--- src/rtl/pfd_pkg.sv ---
package pfd_pkg;

    // Detector state: idle, pumping up, pumping down
    typedef enum logic [1:0] {
        PFD_IDLE = 2'b00,
        PFD_UP   = 2'b01,
        PFD_DN   = 2'b10
    } pfd_state_t;

    typedef struct packed {
        logic up;
        logic dn;
    } pfd_pulse_t;

    localparam int unsigned LOCK_SHORT = 3;
    localparam int unsigned LOCK_LONG  = 5;
    localparam int unsigned PASS_W     = 3;

    function automatic pfd_state_t pfd_next(input pfd_state_t s, input logic r, input logic f);
        pfd_state_t n;
        case (s)
            PFD_IDLE: n = (r && f) ? PFD_IDLE : (r ? PFD_UP : (f ? PFD_DN : PFD_IDLE));
            PFD_UP:   n = f ? PFD_IDLE : PFD_UP;
            PFD_DN:   n = r ? PFD_IDLE : PFD_DN;
            default:  n = PFD_IDLE;
        endcase
        return n;
    endfunction

    // True when this cycle closes an edge pair
    function automatic logic pair_closes(input pfd_state_t s, input logic r, input logic f);
        return (s == PFD_IDLE && r && f) || (s == PFD_UP && f) || (s == PFD_DN && r);
    endfunction

endpackage

--- src/rtl/pfd_sync_edge.sv ---
module pfd_sync_edge (
    input  logic clk,
    input  logic rst,
    input  logic async_in,
    output logic rise
);
    // two synchronizer flops then one history flop for edge detection
    logic [2:0] shreg;

    always_ff @(posedge clk) begin
        if (rst) shreg <= '0;
        else     shreg <= {shreg[1:0], async_in};
    end

    assign rise = shreg[1] & ~shreg[2];
endmodule

--- src/rtl/pfd_core.sv ---
module pfd_core
    import pfd_pkg::*;
#(
    parameter int unsigned ERR_W = 3
) (
    input  logic             clk,
    input  logic             rst,
    input  logic             ref_rise,
    input  logic             fb_rise,
    output pfd_pulse_t       pulse,
    output logic             cmp_done,
    output logic [ERR_W-1:0] cmp_width
);
    localparam logic [ERR_W-1:0] WMAX = '1;

    pfd_state_t       state;
    logic [ERR_W-1:0] err_cnt;
    logic             active;

    assign active    = (state != PFD_IDLE);
    assign cmp_done  = pair_closes(state, ref_rise, fb_rise);
    assign cmp_width = (err_cnt == WMAX) ? WMAX : err_cnt + ERR_W'(active);
    assign pulse.up  = (state == PFD_UP);
    assign pulse.dn  = (state == PFD_DN);

    always_ff @(posedge clk) begin
        if (rst) begin
            state   <= PFD_IDLE;
            err_cnt <= '0;
        end else begin
            state <= pfd_next(state, ref_rise, fb_rise);
            if (cmp_done)                      err_cnt <= '0;
            else if (active && err_cnt != WMAX) err_cnt <= err_cnt + 1'b1;
        end
    end

    assert_up_src_R2: assert property (@(posedge clk) disable iff (rst)
        $rose(pulse.up) |-> $past(ref_rise));
    assert_dn_src_R2: assert property (@(posedge clk) disable iff (rst)
        $rose(pulse.dn) |-> $past(fb_rise));
    assert_no_overlap_R2: assert property (@(posedge clk) disable iff (rst)
        !(pulse.up && pulse.dn));
endmodule

--- src/rtl/pfd_lock_mon.sv ---
module pfd_lock_mon
    import pfd_pkg::*;
#(
    parameter int unsigned ERR_W       = 3,
    parameter int unsigned ERR_MAX     = 3,
    parameter int unsigned REF_TIMEOUT = 64
) (
    input  logic             clk,
    input  logic             rst,
    input  logic             sel_five,
    input  logic             ref_rise,
    input  logic             cmp_done,
    input  logic [ERR_W-1:0] cmp_width,
    output logic             locked,
    output logic             ref_lost
);
    localparam int unsigned      WD_W    = $clog2(REF_TIMEOUT + 1);
    localparam logic [WD_W-1:0]  WD_LAST = WD_W'(REF_TIMEOUT - 1);
    localparam logic [PASS_W-1:0] P_SHORT = PASS_W'(LOCK_SHORT);
    localparam logic [PASS_W-1:0] P_LONG  = PASS_W'(LOCK_LONG);

    logic [WD_W-1:0]   wd_cnt;
    logic [PASS_W-1:0] pass_cnt;
    logic              pass, wd_fire;

    assign pass    = (cmp_width <= ERR_W'(ERR_MAX));
    assign wd_fire = !ref_rise && (wd_cnt == WD_LAST);
    assign locked  = (pass_cnt >= (sel_five ? P_LONG : P_SHORT)) && !ref_lost;

    always_ff @(posedge clk) begin
        if (rst) begin
            wd_cnt   <= '0;
            ref_lost <= 1'b0;
            pass_cnt <= '0;
        end else begin
            if (ref_rise) begin
                wd_cnt   <= '0;
                ref_lost <= 1'b0;
            end else if (wd_fire) begin
                ref_lost <= 1'b1;
            end else begin
                wd_cnt <= wd_cnt + 1'b1;
            end

            if (wd_fire || (ref_lost && !ref_rise))
                pass_cnt <= '0;
            else if (cmp_done)
                pass_cnt <= !pass ? '0 : ((pass_cnt >= P_LONG) ? P_LONG : pass_cnt + 1'b1);
        end
    end

    assert_fail_unlocks_R5: assert property (@(posedge clk) disable iff (rst)
        (cmp_done && cmp_width > ERR_W'(ERR_MAX)) |=> !locked);
    assert_lost_unlocks_R7: assert property (@(posedge clk) disable iff (rst)
        ref_lost |-> !locked);
    assert_lost_needs_gap_R7: assert property (@(posedge clk) disable iff (rst)
        $rose(ref_lost) |-> $past(!ref_rise));
endmodule

--- src/rtl/pfd_lock_top.sv ---
module pfd_lock_top
    import pfd_pkg::*;
#(
    parameter int unsigned ERR_MAX     = 3,
    parameter int unsigned REF_TIMEOUT = 64
) (
    input  logic clk,
    input  logic rst,
    input  logic ref_in,
    input  logic fb_in,
    input  logic sel_five,
    output logic up,
    output logic dn,
    output logic lock_raw,
    output logic locked,
    output logic ref_lost
);
    localparam int unsigned ERR_W = $clog2(ERR_MAX + 2);

    logic [1:0]       raw_in;
    logic [1:0]       rise;
    pfd_pulse_t       pulse;
    logic             cmp_done;
    logic [ERR_W-1:0] cmp_width;

    assign raw_in = {fb_in, ref_in};

    for (genvar g = 0; g < 2; g++) begin : g_sync
        pfd_sync_edge u_sync (
            .clk      (clk),
            .rst      (rst),
            .async_in (raw_in[g]),
            .rise     (rise[g])
        );
    end

    pfd_core #(.ERR_W(ERR_W)) u_core (
        .clk       (clk),
        .rst       (rst),
        .ref_rise  (rise[0]),
        .fb_rise   (rise[1]),
        .pulse     (pulse),
        .cmp_done  (cmp_done),
        .cmp_width (cmp_width)
    );

    pfd_lock_mon #(.ERR_W(ERR_W), .ERR_MAX(ERR_MAX), .REF_TIMEOUT(REF_TIMEOUT)) u_mon (
        .clk       (clk),
        .rst       (rst),
        .sel_five  (sel_five),
        .ref_rise  (rise[0]),
        .cmp_done  (cmp_done),
        .cmp_width (cmp_width),
        .locked    (locked),
        .ref_lost  (ref_lost)
    );

    assign up       = pulse.up;
    assign dn       = pulse.dn;
    assign lock_raw = ~(pulse.up ^ pulse.dn);

    assert_raw_tracks_R3: assert property (@(posedge clk) disable iff (rst)
        (up || dn) |-> !lock_raw);
endmodule

--- config.mk ---
export PLATFORM = sky130hd
export DESIGN_NAME = pfd_lock_top
export DESIGN_NICKNAME = d
export VERILOG_FILES = /design/src/rtl/pfd_pkg.sv /design/src/rtl/pfd_sync_edge.sv /design/src/rtl/pfd_core.sv /design/src/rtl/pfd_lock_mon.sv /design/src/rtl/pfd_lock_top.sv
export SDC_FILE = /design/constraint.sdc
export NUM_CORES = 1
export LEC_CHECK = 0
export ABC_CLOCK_PERIOD_IN_PS = 2100
export BUFFER_PORTS_ARGS = -buffer_cell sky130_fd_sc_hd__buf_2
export CORE_MARGIN = 8
export CORE_UTILIZATION = 53
export DETAILED_ROUTE_END_ITERATION = 10
export PLACE_DENSITY = 0.73
export SYNTH_ARGS = -nofsm -noshare
export SYNTH_HDL_FRONTEND = slang
export SYNTH_HIERARCHICAL = 1
export SYNTH_SLANG_ARGS = --single-unit
export TNS_END_PERCENT = 20
--- constraint.sdc ---
create_clock -name clk -period 2.1 [get_ports clk]
set_input_delay 0.21 -clock clk [delete_from_list [all_inputs] [get_ports clk]]
set_output_delay 0.21 -clock clk [all_outputs]
set_load 0.05 [all_outputs]
==> results.txt <==
outcome = completed
Die H = 61.2 µm
startpoint types = register
worst hold start = fb_in
max-cap viol count = 0
largest net degree at the start of global routing = 15
crit end category = register
fin util = 61.9%
Synth Area per Inst = 9.65 µm²
first-pass GRT wire length = 3110 µm
initial antenna violation count = 0
# setup viols final = 0
post-layout min period = 1.81 ns
iteration-0 DRC count of the detailed router = 9
die area = 3740 µm²
share of post-route cells with drive strength above 1 = 21.8%
Worst-Skew Late Latency = 0.30 ns
footprint of the multi-input gates = 603 µm²
clock transition at the registers of the reported paths = 0.12 ns
maximum clock path buffer count = 2
post-layout net count = 139
Hold-fix buffers, CTS = 0
FMAX = 0.551 GHz
initial core utilization = 55.7%
# fillers = 180
I/O Buffers = 9
Flop pwr share = 53.0%
RSZ-0062 raised after global routing = false
# H-tree levels = 1
Pleak = 0.528 nW
Chip Width = 61.2 µm
Internal = 0.000654 W
site row count = 16
setup tns final = 0 ns
relative slew slack = 70.8%
dpl hpwl = 1400 µm
Worst EP arrival = 2.04 ns
Post-Syn Area = 1080 µm²
RD Place Congestion = 0.794
switching share of power = 22.1%
Pwr Density = 700 nW/µm²
Syn Nets = 126
Mapped Cells = 112
Switching Power = 0.000186 W
FF+latch area = 440 µm²
Worst Hold End = g_sync[1].u_sync/shreg[0]
routed vias/inst = 5.36
WHS Path Cells = 2
Inserted Clock Buffers = 3
drt pass-1 iters = 4
io pins = 10
Reg2Reg Launch Point = u_core/state[0]
combinational share of power = 9.1%
Clk Tree Root Cell = clkbuf_4
Antenna Nets Post-Route = 0
Antenna diodes = 0
residual DRC count = 0
Peak supply drop = 540 µV
FF-to-FF path depth = 7
GRT Resource Usage Total = 10.7%
final wirelength = 1820 µm
critical path type = register to register
Final period util = 86.4%
Final Hold Fails = 0
routed vias = 809
clock sink count = 22
FF-to-FF End = u_mon/pass_cnt[2]
Layout Skew = 0.00292 ns
reg2reg setup slack = 0.29 ns
Ys Warns = 6
grt ovf = 0
Core Area = 1940 µm²
PostCTS Resize Cnt = 0
Crit Path Max Fanout = 7
Max Slew Vio Count = 0
setup bufs post-CTS = 0
worst slew pin tran = 0.435 ns
TritonCTS clock tree = done
worst min-delay path class = primary input to register
Req. time, crit path = 2.33 ns
Syn-to-layout area delta = 11.1%
Clock power frac = 37.9%
vias in the first global route = 756
average wire per standard cell = 12.1 µm
[layout make-up]
class	instances	area share, %
clock buffers	3	1.88
clock inverters	1	2.50
inverters	7	2.19
multi-input cells	82	50.2
flip-flops and latches	22	36.7
well taps	27	2.81
repair buffers	9	3.75
[metal layers]
layer	global-route usage [%]	share of wire, %	vias up
met5	0	0	-
met3	1.88	3.1	2
li1	-	-	419
met1	13.7	49	377
met4	3.99	0.66	0
met2	17.3	47	11
[flip-flops by register name, summed over array words and instances (netlist names)]
| register | cells |
|---|---|
| g_sync.u_sync/shreg | 6 |
| u_core/err_cnt | 3 |
| u_core/state | 2 |
| u_mon/pass_cnt | 3 |
| u_mon/ref_lost | 1 |
| u_mon/wd_cnt | 7 |
[power groups by stage]
stage                     logic (W)  clock network, W  registers [W]
after CTS                 0.0000779          0.000328       0.000445
after global placement    0.0000757                 0       0.000454
after floorplan           0.0000595                 0       0.000452
after detailed placement  0.0000775                 0       0.000454
after global routing      0.0000868          0.000341       0.000447
final                     0.0000769          0.000318       0.000445
[worst max path at each step]
stage | start | to | cells after the start
finish | u_core/state[0] | u_mon/pass_cnt[2] | 7
global route | g_sync[0].u_sync/shreg[1] | u_mon/pass_cnt[0] | 6
CTS | u_core/state[0] | u_mon/pass_cnt[2] | 7
detailed placement | u_core/state[0] | u_mon/pass_cnt[2] | 7
global placement | u_core/state[0] | u_mon/pass_cnt[2] | 7
floorplan | u_core/state[0] | lock_raw | 2
[critical path, cell delays in order (launching register included)]
cell      delay [ns]
dfxtp_1         0.39
or2_2           0.31
ha_1            0.18
ha_1            0.19
xnor2_1         0.13
nand2b_1        0.10
a31o_2          0.22
a211oi_1        0.22
[layout by cell type, fill, tap and decap left out, drive strengths merged, types with 3 or more instances in the layout]
cell type,instances
a21oi,8
clkbuf,3
nor2,8
dfxtp,22
buf,9
ha,9
mux2i,3
nor3,5
o21ai,3
nand2,5
nor2b,10
a31oi,3
inv,7
[through the flow]
step	area, µm²	power, W	hold WS [ns]	setup slack (ns)	std cells
3_5_place_dp	1150	0.000532	0.425	0.292	147
4_1_cts	1200	0.000851	0.0980	0.260	151
3_3_place_gp	1150	0.000529	0.418	0.369	147
6_report	1200	0.000840	0.105	0.285	151
2_1_floorplan	1080	0.000511	0.279	0.113	112
5_1_grt	1200	0.000875	0.104	0.0904	151
Power figures use the tool's default switching activity.
